$ cat config.mk
export PLATFORM = sky130hd
export DESIGN_NAME = sdram_powerup_seq
export DESIGN_NICKNAME = d
export VERILOG_FILES = /design/src/rtl/sdi_pkg.sv /design/src/rtl/sdi_gap_timer.sv /design/src/rtl/sdi_mode_fix.sv /design/src/rtl/sdi_step_ctrl.sv /design/src/rtl/sdram_powerup_seq.sv
export SDC_FILE = /design/constraint.sdc
export NUM_CORES = 1
export LEC_CHECK = 0
export BUFFER_PORTS_ARGS = -buffer_cell sky130_fd_sc_hd__buf_2
export CAP_MARGIN = 0
export CORE_MARGIN = 4
export CORE_UTILIZATION = 55
export CTS_CLUSTER_SIZE = 40
export DETAILED_ROUTE_END_ITERATION = 8
export PLACE_DENSITY = 0.83
export SYNTH_ARGS = -nofsm -noshare
export SYNTH_HDL_FRONTEND = slang
export SYNTH_SLANG_ARGS = --single-unit
export TNS_END_PERCENT = 1
$ cat constraint.sdc
create_clock -name clk -period 5.2 [get_ports clk]
set_input_delay 0.52 -clock clk [delete_from_list [all_inputs] [get_ports clk]]
set_output_delay 0.52 -clock clk [all_outputs]
set_load 0.005 [all_outputs]
$ cat src/rtl/sdi_pkg.sv
package sdi_pkg;

  localparam int unsigned ADDR_W      = 13;
  localparam int unsigned OP_W        = 12;
  localparam int unsigned ALLBANK_BIT = 10;

  // {cs_n, ras_n, cas_n, we_n}
  typedef enum logic [3:0] {
    CMD_INHIBIT = 4'b1111,
    CMD_NOP     = 4'b0111,
    CMD_PRE     = 4'b0010,
    CMD_REF     = 4'b0001,
    CMD_MRS     = 4'b0000
  } sdi_cmd_e;

  typedef enum logic [2:0] {
    ST_STAB,
    ST_PRE,
    ST_REF1,
    ST_REF2,
    ST_MRS,
    ST_DONE
  } sdi_step_e;

endpackage

$ cat src/rtl/sdi_gap_timer.sv
module sdi_gap_timer #(
  parameter int unsigned           CNT_W   = 16,
  parameter logic [CNT_W-1:0]      RST_VAL = '0
) (
  input  logic             clk,
  input  logic             rst_n,
  input  logic             load,
  input  logic [CNT_W-1:0] load_val,
  output logic             zero
);

  logic [CNT_W-1:0] cnt;

  always_ff @(posedge clk or negedge rst_n) begin
    if (!rst_n)          cnt <= RST_VAL;
    else if (load)       cnt <= load_val;
    else if (cnt != '0)  cnt <= cnt - CNT_W'(1);
  end

  assign zero = (cnt == '0);

  // an idle timer walks down one step per edge
  a_r2_timer_steps: assert property (@(posedge clk) disable iff (!rst_n)
    (!load && cnt != '0) |=> (cnt == $past(cnt) - CNT_W'(1)));

  // a new gap starts from the loaded value
  a_r5_timer_load: assert property (@(posedge clk) disable iff (!rst_n)
    load |=> (cnt == $past(load_val)));

endmodule

$ cat src/rtl/sdi_mode_fix.sv
module sdi_mode_fix
  import sdi_pkg::*;
#(
  parameter int unsigned CL_DEFAULT = 3
) (
  input  logic [OP_W-1:0]   mode_in,
  output logic [ADDR_W-1:0] op_out,
  output logic              cl_bad
);

  localparam int unsigned BL_LO = 0, BL_HI = 2;
  localparam int unsigned BT_BIT = 3;
  localparam int unsigned CL_LO = 4, CL_HI = 6;
  localparam int unsigned WB_BIT = 9;

  logic [CL_HI-CL_LO:0] cl_req;

  assign cl_req = mode_in[CL_HI:CL_LO];
  assign cl_bad = !((cl_req == 3'd2) || (cl_req == 3'd3));

  always_comb begin
    op_out               = '0;
    op_out[BL_HI:BL_LO]  = mode_in[BL_HI:BL_LO];
    op_out[BT_BIT]       = mode_in[BT_BIT];
    op_out[CL_HI:CL_LO]  = cl_bad ? 3'(CL_DEFAULT) : cl_req;
    op_out[WB_BIT]       = mode_in[WB_BIT];
  end

endmodule

$ cat src/rtl/sdi_step_ctrl.sv
module sdi_step_ctrl
  import sdi_pkg::*;
#(
  parameter int unsigned CNT_W    = 16,
  parameter int unsigned TRP_CYC  = 4,
  parameter int unsigned TRFC_CYC = 14,
  parameter int unsigned TMRD_CYC = 2
) (
  input  logic              clk,
  input  logic              rst_n,
  input  logic              zero,
  input  logic [ADDR_W-1:0] op_word,
  input  logic              cl_bad,
  output logic              load,
  output logic [CNT_W-1:0]  load_val,
  output sdi_cmd_e          cmd_o,
  output logic [ADDR_W-1:0] addr_o,
  output logic              done_o,
  output logic              cl_flag_o
);

  sdi_step_e         step, nstep;
  sdi_cmd_e          ncmd;
  logic [ADDR_W-1:0] naddr;

  always_comb begin
    case (step)
      ST_STAB: nstep = ST_PRE;
      ST_PRE:  nstep = ST_REF1;
      ST_REF1: nstep = ST_REF2;
      ST_REF2: nstep = ST_MRS;
      default: nstep = ST_DONE;
    endcase
  end

  always_comb begin
    ncmd     = CMD_NOP;
    naddr    = '0;
    load_val = '0;
    case (nstep)
      ST_PRE: begin
        ncmd               = CMD_PRE;
        naddr[ALLBANK_BIT] = 1'b1;
        load_val           = CNT_W'(TRP_CYC - 1);
      end
      ST_REF1, ST_REF2: begin
        ncmd     = CMD_REF;
        load_val = CNT_W'(TRFC_CYC - 1);
      end
      ST_MRS: begin
        ncmd     = CMD_MRS;
        naddr    = op_word;
        load_val = CNT_W'(TMRD_CYC - 1);
      end
      default: ;
    endcase
  end

  assign load = zero && (step != ST_DONE);

  always_ff @(posedge clk or negedge rst_n) begin
    if (!rst_n) begin
      step      <= ST_STAB;
      cmd_o     <= CMD_INHIBIT;
      addr_o    <= '0;
      done_o    <= 1'b0;
      cl_flag_o <= 1'b0;
    end else begin
      done_o <= (step == ST_DONE);
      if (load) begin
        step   <= nstep;
        cmd_o  <= ncmd;
        addr_o <= naddr;
        if (nstep == ST_MRS) cl_flag_o <= cl_bad;
      end else begin
        cmd_o  <= CMD_NOP;
        addr_o <= '0;
      end
    end
  end

  // a precharge always targets all banks
  a_r3_pre_all: assert property (@(posedge clk) disable iff (!rst_n)
    (cmd_o == CMD_PRE) |-> addr_o[ALLBANK_BIT]);

  // reserved and operating-mode bits are clear in the loaded word
  a_r6_mrs_reserved: assert property (@(posedge clk) disable iff (!rst_n)
    (cmd_o == CMD_MRS) |-> (addr_o[12:10] == 3'b000 && addr_o[8:7] == 2'b00));

  // only supported latencies reach the mode register
  a_r7_cl_legal: assert property (@(posedge clk) disable iff (!rst_n)
    (cmd_o == CMD_MRS) |-> (addr_o[6:4] == 3'd2 || addr_o[6:4] == 3'd3));

  // the substitution flag is sticky
  a_r7_flag_holds: assert property (@(posedge clk) disable iff (!rst_n)
    cl_flag_o |=> cl_flag_o);

  // ready never drops and the bus stays idle behind it
  a_r8_ready_holds: assert property (@(posedge clk) disable iff (!rst_n)
    done_o |=> done_o);
  a_r8_ready_idle: assert property (@(posedge clk) disable iff (!rst_n)
    done_o |-> (cmd_o == CMD_NOP));

endmodule

$ cat src/rtl/sdram_powerup_seq.sv
module sdram_powerup_seq
  import sdi_pkg::*;
#(
  parameter int unsigned WAIT_CYC   = 20000,
  parameter int unsigned TRP_CYC    = 4,
  parameter int unsigned TRFC_CYC   = 14,
  parameter int unsigned TMRD_CYC   = 2,
  parameter int unsigned CL_DEFAULT = 3
) (
  input  logic        clk,
  input  logic        rst_n,
  input  logic [11:0] mode_word,
  output logic        cs_n,
  output logic        ras_n,
  output logic        cas_n,
  output logic        we_n,
  output logic [12:0] addr,
  output logic [1:0]  ba,
  output logic        cke,
  output logic        init_done,
  output logic        cl_fixed
);

  localparam int unsigned CNT_W = $clog2(WAIT_CYC + TRP_CYC + TRFC_CYC + TMRD_CYC + 1);
  localparam logic [CNT_W-1:0] WAIT_LOAD = CNT_W'(WAIT_CYC - 1);

  logic              t_load, t_zero, cl_bad;
  logic [CNT_W-1:0]  t_val;
  logic [ADDR_W-1:0] op_word;
  sdi_cmd_e          cmd;

  sdi_gap_timer #(.CNT_W(CNT_W), .RST_VAL(WAIT_LOAD)) u_timer (
    .clk(clk), .rst_n(rst_n), .load(t_load), .load_val(t_val), .zero(t_zero)
  );

  sdi_mode_fix #(.CL_DEFAULT(CL_DEFAULT)) u_fix (
    .mode_in(mode_word), .op_out(op_word), .cl_bad(cl_bad)
  );

  sdi_step_ctrl #(
    .CNT_W(CNT_W), .TRP_CYC(TRP_CYC), .TRFC_CYC(TRFC_CYC), .TMRD_CYC(TMRD_CYC)
  ) u_ctrl (
    .clk(clk), .rst_n(rst_n), .zero(t_zero), .op_word(op_word), .cl_bad(cl_bad),
    .load(t_load), .load_val(t_val), .cmd_o(cmd), .addr_o(addr),
    .done_o(init_done), .cl_flag_o(cl_fixed)
  );

  assign {cs_n, ras_n, cas_n, we_n} = cmd;
  assign ba  = '0;
  assign cke = 1'b1;

endmodule

==> results of run 1 <==
-- synth_stat cells (all sizes together) (5+ instances only) --
library cell   n
nor3           5
dfstp         13
buf            7
dfrtp         20
nor2           8
and2           5
nand2          8
-- worst paths after layout --
check                                        end  slack [ps]  cells past startpoint
worst min register to register  u_ctrl.cl_flag_o         510                      1
worst max-delay path            u_ctrl.cl_flag_o        3130                      4
max in group asynchronous         u_ctrl.step[1]        4540                      1
worst max register to register  u_ctrl.cl_flag_o        3130                      4
worst min-delay path             u_timer.cnt[13]         210                      1
min in group clk                u_ctrl.addr_o[0]         390                      2
-- cell type report --
cell class	instances	share of cell area
Multi-Input combinational cell	91	0.372
Tap cell	30	0.0222
Sequential cell	33	0.498
Timing Repair Buffer	24	0.0711
Clock inverter	2	0.00592
Clock buffer	6	0.0244
Inverter	3	0.00666
-- metal layers --
metal | global-route usage | up-vias
met5 | 0 | -
met4 | 0.0588 | 0
met3 | 0.0702 | 4
met2 | 0.289 | 30
met1 | 0.209 | 507
li1 | - | 496
-- registers in the layout (all words and copies together) (netlist names) --
signal            cells
u_ctrl.cl_flag_o      1
u_timer.cnt          15
u_ctrl.cmd_o          4
u_ctrl.addr_o         9
u_ctrl.done_o         1
u_ctrl.step           3
-- worst max-delay path: stages (launching register included) --
cell	delay, ps
dfrtp_1	460
nor4_4	530
nand4_2	340
nor2_4	270
mux2_2	350
-- layout by cell type, fill, tap and decap left out, types with 2 or more instances in the layout --
cell type,n
nand3_1,3
clkbuf_4,5
mux2_2,2
nand4_1,2
o21ai_0,4
nand4b_1,2
ha_1,2
dfrtp_1,20
nor3b_1,2
xor2_1,4
nor2b_1,2
nand4_2,2
inv_1,3
a21oi_1,2
nor3_1,5
nor2_1,7
nor4_1,3
and2_1,5
dfstp_2,13
conb_1,9
buf_2,24
clkinv_2,2
nand2_1,8
nand3b_1,2
nand2b_1,4
xnor2_1,4
-- power groups by stage --
stage / clock [mW] / combinational, mW / sequential, mW
6_report: 0.136 / 0.0110 / 0.259
5_1_grt: 0.157 / 0.0132 / 0.259
4_1_cts: 0.142 / 0.0113 / 0.259
3_5_place_dp: 0 / 0.0113 / 0.263
3_3_place_gp: 0 / 0.0109 / 0.263
2_1_floorplan: 0 / 0.00576 / 0.264
-- logic make-up (layout without fill, tap and decap cells) --
| kind of cell | count (synthesis) | in the layout |
|---|---|---|
| DFF | 33 | 33 |
| adders and majority gates | 2 | 2 |
| muxes | 3 | 3 |
| xor gates and xnor gates | 8 | 8 |
| and+or+nand+nor | 55 | 55 |
| AOI/OAI and AO/OA | 14 | 14 |
| buffers and inverters | 11 | 35 |
| other | 2 | 9 |
==> results_dict.tcl, run 1 <==
set metrics [dict create \
    rows 18 \
    power_density_nw_per_um2 240 \
    crit_path_max_fanout 9 \
    syn-cell-area_um2 1510 \
    start_util 0.594 \
    wl_met2_mm 1.49 \
    cts_tree "built" \
    cts_buffers 5 \
    p_switching_mw 0.0925 \
    setup_slack_ps 3130 \
    synth_compound_area_frac 0.0671 \
    p_int_mw 0.313 \
    finalSetupTns_ps 0 \
    vias 1037 \
    fin_crit_sh 0.399 \
    ys_seq_elements 33 \
    synth_adder_area_share 0.0166 \
    place_ws_ps 3120 \
    core_um2 2540 \
    synth_simple_gate_area_share 0.242 \
    finalHoldViolations 0 \
    wl_per_cell_um 14.5 \
    async_flop_share 1.00 \
    synth_xor_area_frac 0.0464 \
    synth_cell_type_count 42 \
    die_y_um 60.4 \
    fin_util 0.664 \
    hold_slack_ps 212 \
    cts_resized 0 \
    synth_area_leaders "dfrtp_1, dfstp_2, buf_4, xnor2_1, xor2_1" \
    dieWidth_um 60.4 \
    grt_pass1_vias 1001 \
    avgSynthCellArea_um2 11.8 \
    area_delta_synth_final_pct 11.8 \
    tightest_slew_ps 683 \
    antenna_cells 0 \
    grt_max_degree 34 \
    end_kind "register" \
    path_clk_slew_ps 100 \
    drt-total-wl_mm 2.74 \
    yosysSeqAreaShare 0.557 \
    wl_met1_mm 1.08 \
    cp_data_arrival_time_ps 2290 \
    io_buffers 24 \
    rsz0062_at_grt "no" \
    finalClockSkew_ps 10.2 \
    clkPwrFrac 0.335 \
    syn_inst 128 \
    nets 174 \
    period_needed_ps 2070 \
    hpwl_mm 1.97 \
    max_freq_ghz 0.482 \
    relSlewSlack 0.545 \
    finalPower_mw 0.406 \
    ys_warn_count 0 \
    min_path_type "input port to asynchronous set/reset pin" \
    critPathKind "register to register" \
    setup_viol 0 \
    drt.antenna.violating_nets 0 \
    cts.htree.levels 2 \
    synth_edf_count 0 \
    crit_required_ps 5420 \
    num-fill-cells 199 \
    track_usage 0.175 \
    register_area_um2 842 \
    drive_gt1_frac 0.365 \
    pwr-share-seq 0.638 \
    met3_length_um 148 \
    post_cts_buffers 0 \
    gp_congestion 0.791 \
    yosysTopAreaCell "dfrtp_1" \
    slew_violations 0 \
    viasPerCell 5.49 \
    synth_top_family_by_area "simple AND/OR/NAND/NOR gates" \
    grt_antenna_before_repair 0 \
    clock-root-buffer "clkbuf_4" \
    grt-ovfl-total 0 \
    top_layer_used "met4" \
    post_layout_nonfiller_instances 189 \
    switching_share 0.228 \
    r2r_start "u_timer.cnt[6]" \
    drt_first_pass_iters 4 \
    ctsHoldBuffers 0 \
    cts.sinks 33 \
    muxShareOfSynthArea 0.0215 \
    cts.path.max_buffers 2 \
    clkLatencyLatePin_ps 340 \
    synth_top_area_frac 0.331 \
    io_pins 36 \
    synth_flop_cell "dfrtp_1" \
    drc 0 \
    status "completed" \
    cap_violations 0 \
    power_leakage_nw 0.851 \
    placed_area_um2 1640 \
    p_comb_frac 0.027 \
    grt_pass1_wl_mm 4.53 \
    worstSetupStartpoint "u_timer.cnt[6]" \
    drt_iter0_markers 30 \
    ir_drop_uv 230 \
    stdcell_area_um2 1690 \
    cp-start-kind "register" \
    multi_input_area_um2 628 \
    dp_cells 181 \
    die_area_um2 3650 \
]
No activity file was read; power rests on OpenSTA's default activity.
==> run 2: changes to the inputs <==
--- a/config.mk
+++ b/config.mk
@@ -8,10 +8,10 @@
 export BUFFER_PORTS_ARGS = -buffer_cell sky130_fd_sc_hd__buf_2
 export CAP_MARGIN = 0
 export CORE_MARGIN = 4
-export CORE_UTILIZATION = 55
+export CORE_UTILIZATION = 47
 export CTS_CLUSTER_SIZE = 40
 export DETAILED_ROUTE_END_ITERATION = 8
-export PLACE_DENSITY = 0.83
+export PLACE_DENSITY = 0.75
 export SYNTH_ARGS = -nofsm -noshare
 export SYNTH_HDL_FRONTEND = slang
 export SYNTH_SLANG_ARGS = --single-unit
==> constraint.sdc (replaced) <==
create_clock -name clk -period 1.8 [get_ports clk]
set_input_delay 0.18 -clock clk [delete_from_list [all_inputs] [get_ports clk]]
set_output_delay 0.18 -clock clk [all_outputs]
set_load 0.005 [all_outputs]
==> run 2 against run 1 <==
Compared with the run above: highest routed layer unchanged; largest cell class unchanged; flip-flop and latch count is the same; critical path type unchanged; final area rose by 7.8%; die area grew 15%.
==> results_dict.tcl, run 2 (synthesized netlist as in run 1, its figures left out) <==
set metrics [dict create \
    status "completed" \
    cap_violations 0 \
    grt_max_degree 34 \
    io_buffers 24 \
    worstSetupStartpoint "u_timer.cnt[1]" \
    critPathKind "register to register" \
    drt.antenna.violating_nets 0 \
    reg2reg_slack_ps 40 \
    grt-ovfl-total 0 \
    max_stage_delay_ps 550 \
    clkPwrFrac 0.328 \
    power_density_nw_per_um2 638 \
    grt_antenna_before_repair 0 \
    hold_start "mode_word[9]" \
    top_regs "u_timer.cnt: 15 flops, u_ctrl.addr_o: 9 flops, u_ctrl.cmd_o: 4 flops" \
    pwr-share-seq 0.643 \
    hold_slack_ps 43.5 \
    die_y_um 64.7 \
    slew_violations 0 \
    drt-total-wl_mm 2.80 \
    post_cts_buffers 0 \
    grt_pass1_vias 993 \
    finalPower_mw 1.16 \
    nets 186 \
    start_util 0.495 \
    setup_slack_ps 43.6 \
    gp_congestion 0.733 \
    stdcell_area_um2 1820 \
    drt_first_pass_iters 4 \
    track_usage 0.150 \
    place_ws_ps 24.0 \
    grt_pass1_wl_mm 4.68 \
    crit_path_max_fanout 5 \
    top_register "u_timer.cnt" \
    hold_depth 2 \
    end_kind "register" \
    path_cells "buf_4 > or4_4 > nor3_2 > buf_4 > nand4_1 > xnor2_1" \
    cts_tree "built" \
    viasPerCell 4.81 \
    drt_iter0_markers 51 \
    min_path_type "input port to register" \
    die_area_um2 4190 \
    cts_buffers 5 \
    fin_crit_sh 0.976 \
    cts.htree.levels 2 \
    r2r_start "u_timer.cnt[1]" \
    p_comb_frac 0.029 \
    p_int_mw 0.910 \
    drc 0 \
    area_delta_synth_final_pct 20.6 \
    finalClockSkew_ps 10.2 \
    largest_reg_flops 15 \
    clkLatencyLatePin_ps 330 \
    drive_gt1_frac 0.415 \
    ir_drop_uv 551 \
    finalHoldViolations 0 \
    core_um2 3050 \
    ff2ff_path_depth 6 \
    tightest_slew_ps 694 \
    switching_share 0.217 \
    rows 20 \
    setup_viol 0 \
    path_clk_slew_ps 100 \
    r2r_end "u_timer.cnt[13]" \
    wl_per_cell_um 13.0 \
    antenna_cells 0 \
    final_common_cell "buf_2" \
    cpMostUsedCell "buf_4" \
    cp_data_arrival_time_ps 1970 \
    cts.sinks 33 \
    placed_area_um2 1740 \
    cts.path.max_buffers 2 \
    p_switching_mw 0.252 \
    max_freq_ghz 0.569 \
    hpwl_mm 2.05 \
    vias 1034 \
    dieWidth_um 64.7 \
    final_cell_mix "buf_2, dfrtp_1, dfstp_2, buf_4, conb_1" \
    clock-root-buffer "clkbuf_4" \
    whs_endpoint "u_ctrl.addr_o[9]" \
    crit_required_ps 2020 \
    cp_slowest_cell "or4_4" \
    io_pins 36 \
    period_needed_ps 1760 \
    power_leakage_nw 0.925 \
    num-fill-cells 286 \
    relSlewSlack 0.538 \
    cp-start-kind "register" \
]
[run 2: cell types whose count changed in the layout (fill, tap and decap cells not counted), sizes merged]
| cell | previous run | this run |
|---|---|---|
| dlygate4sd3 | 0 | 1 |
| clkbuf | 6 | 7 |
| buf | 24 | 35 |
| clkinv | 2 | 1 |
[run 2: worst max-delay path by stage]
stage	depth (start not counted)	slack, ps	end
2_1_floorplan	4	30	u_ctrl.cl_flag_o
3_3_place_gp	6	20	u_ctrl.cl_flag_o
3_5_place_dp	6	20	u_ctrl.cl_flag_o
4_1_cts	6	6	u_ctrl.cl_flag_o
5_1_grt	6	-20	u_timer.cnt[13]
6_report	6	40	u_timer.cnt[13]
[run 2: critical path: cells and delay by family, from the launching register on]
kind / cells / cell delay, ps
AND/OR/NAND/NOR: 3 / 810
flip-flops: 1 / 380
buffers and inverters: 2 / 290
XOR/XNOR: 1 / 170
[run 2: metrics by stage]
stage | std cells | utilization | setup TNS, ps
finish | 215 | 0.597 | 0
global route | 215 | 0.597 | -18.4
CTS | 215 | 0.589 | 0
detailed placement | 206 | 0.570 | 0
global placement | 206 | 0.570 | 0
floorplan | 135 | - | 0
[run 2: layout make-up]
type,count,area (um2),area share
Clock buffer,7,45.0,0.0247
Multi-Input combinational cell,91,652,0.358
Tap cell,44,55.1,0.0302
Sequential cell,33,842,0.462
Clock inverter,1,5.00,0.00275
Timing Repair Buffer,36,213,0.117
Inverter,3,11.3,0.00618
[run 2: power by group through the flow]
stage	clock network, mW	logic, mW	registers, mW
2_1_floorplan	0	0.0166	0.762
3_3_place_gp	0	0.0315	0.761
3_5_place_dp	0	0.0329	0.761
4_1_cts	0.396	0.0344	0.748
5_1_grt	0.432	0.0391	0.748
6_report	0.381	0.0336	0.748
[run 2: metal layers]
layer / part of all wire / vias to the layer above / track usage
met5: 0 / - / 0
met4: 0.029 / 0 / 0.0871
met3: 0.033 / 7 / 0.0364
met2: 0.51 / 21 / 0.236
met1: 0.42 / 492 / 0.185
li1: - / 514 / -
[run 2: timing repair]
action                                  in CTS  in global routing
hold buffers                                 1                  0
endpoints found under the hold margin       20                  0
resized for setup                            0                  4
endpoints found under the setup margin       0                 12
==> run 3: changes to the inputs <==
--- a/config.mk
+++ b/config.mk
@@ -15,4 +15,4 @@
 export SYNTH_ARGS = -nofsm -noshare
 export SYNTH_HDL_FRONTEND = slang
 export SYNTH_SLANG_ARGS = --single-unit
-export TNS_END_PERCENT = 1
+export TNS_END_PERCENT = 30
==> constraint.sdc (replaced) <==
create_clock -name clk -period 1.8 [get_ports clk]
set_input_delay 0.54 -clock clk [delete_from_list [all_inputs] [get_ports clk]]
set_output_delay 0.54 -clock clk [all_outputs]
set_load 0.005 [all_outputs]
==> run 3 against run 2 <==
Compared with the run above: wire length grew 4.3%; critical path depth is the same; sequential share of layout area shrank 1.5 points; die area is the same; non-clock buffer count grew 2; clock skew shrank 6.2 ps; final cell count grew 0.93%; worst setup slack gained 49 ps; critical path type unchanged; fmax grew 2.9%; utilization grew 2.0 points; clock-buffer cell count grew 1; combinational power grew 2%; largest cell class unchanged.
==> results_dict.tcl, run 3 (synthesized netlist as in run 1, its figures left out) <==
set metrics [dict create \
    viasPerCell 4.88 \
    cts.htree.levels 2 \
    io_pins 36 \
    slew_violations 0 \
    cts_buffers 5 \
    power_density_nw_per_um2 645 \
    clock-root-buffer "clkbuf_4" \
    vias 1060 \
    min_path_type "input port to asynchronous set/reset pin" \
    critPathKind "register to register" \
    p_int_mw 0.951 \
    dieWidth_um 64.7 \
    grt_max_degree 34 \
    cts.sinks 33 \
    io_buffers 24 \
    path_cells "buf_4 > or4_4 > nor3_2 > buf_4 > nand4_1 > xnor2_1" \
    path_delay_family "simple AND/OR/NAND/NOR gates" \
    cts.path.max_buffers 2 \
    cp-start-kind "register" \
    critical_path_buf_inv_count 2 \
    power_leakage_nw 0.947 \
    drt.antenna.violating_nets 0 \
    top_regs "u_timer.cnt: 15 flops, u_ctrl.addr_o: 9 flops, u_ctrl.cmd_o: 4 flops" \
    grt-ovfl-total 0 \
    rsz0062_at_grt "no" \
    cap_violations 0 \
    area_delta_synth_final_pct 24.7 \
    hpwl_mm 2.11 \
    finalPower_mw 1.22 \
    start_util 0.495 \
    drt-total-wl_mm 2.92 \
    pwr-share-seq 0.615 \
    crit_required_ps 2030 \
    die_area_um2 4190 \
    nets 188 \
    finalHoldViolations 0 \
    p_comb_frac 0.028 \
    track_usage 0.159 \
    period_needed_ps 1710 \
    top_register "u_timer.cnt" \
    clkPwrFrac 0.357 \
    p_switching_mw 0.265 \
    core_um2 3050 \
    rows 20 \
    ir_drop_uv 482 \
    drive_gt1_frac 0.457 \
    placed_area_um2 1760 \
    setup_viol 0 \
    grt_pass1_wl_mm 5.02 \
    crit_path_max_fanout 5 \
    worstSetupStartpoint "u_timer.cnt[1]" \
    cp_slowest_cell "or4_4" \
    finalSetupTns_ps 0 \
    drt_iter0_markers 26 \
    finalClockSkew_ps 4.03 \
    grt_antenna_before_repair 0 \
    cpMostUsedCell "buf_4" \
    final_cell_mix "buf_2, dfrtp_1, buf_4, dfstp_2, conb_1" \
    cp_data_arrival_time_ps 1940 \
    final_common_cell "buf_2" \
    die_y_um 64.7 \
    gp_congestion 0.746 \
    stdcell_area_um2 1880 \
    max_freq_ghz 0.586 \
    clkLatencyLatePin_ps 340 \
    switching_share 0.218 \
    grt_pass1_vias 1121 \
    drt_first_pass_iters 2 \
    end_kind "register" \
    wl_per_cell_um 13.4 \
    largest_reg_flops 15 \
    fin_crit_sh 0.949 \
    antenna_cells 0 \
    drc 0 \
    path_clk_slew_ps 100 \
    cts_tree "built" \
    max_stage_delay_ps 560 \
    r2r_start "u_timer.cnt[1]" \
    status "completed" \
]
-- run 3: repair_timing --
action | in CTS | in global routing
endpoints found under the setup margin | 6 | 11
resized for setup | 2 | 10
pin swaps | 0 | 2
setup buffers | 0 | 0
hold buffers | 0 | 0
hold endpoints to repair | 0 | 0
-- run 3: worst paths after layout --
path,end,slack [ps],depth (start not counted)
max in group asynchronous,u_ctrl.cmd_o[1],1260,2
min in group clk,u_ctrl.addr_o[2],400,2
hold / removal,u_ctrl.addr_o[1],210,2
hold reg to reg,u_timer.cnt[9],520,1
setup / recovery,u_timer.cnt[13],90,6
setup reg to reg,u_timer.cnt[13],90,6
-- run 3: metrics by stage --
step,utilization,setup slack [ps],cells,hold slack (ps)
floorplan,-,29.0,135,244
global placement,0.577,-31.9,209,489
detailed placement,0.577,-33.0,209,500
CTS,0.601,48.5,217,220
global route,0.617,5.62,217,239
finish,0.617,92.4,217,211
-- run 3: final cells by class --
type,count,area [um2]
clock buffer,8,58.8
fill,270,1170
inverter,3,11.3
multi-input combinational,91,692
sequential,33,842
tap,44,55.1
timing repair buffer,38,225
-- run 3: routing by layer --
layer	track usage	share of wire	vias to the layer above
met5	0	0	-
met4	0.0950	0.027	0
met3	0.0451	0.032	8
met2	0.262	0.52	18
met1	0.183	0.42	517
li1	-	-	517
-- run 3: power groups by stage --
stage	logic, mW	registers (mW)	clock network [mW]
floorplan	0.0166	0.762	0
global route	0.0404	0.748	0.485
CTS	0.0352	0.748	0.446
finish	0.0342	0.747	0.434
detailed placement	0.0352	0.761	0
global placement	0.0333	0.761	0
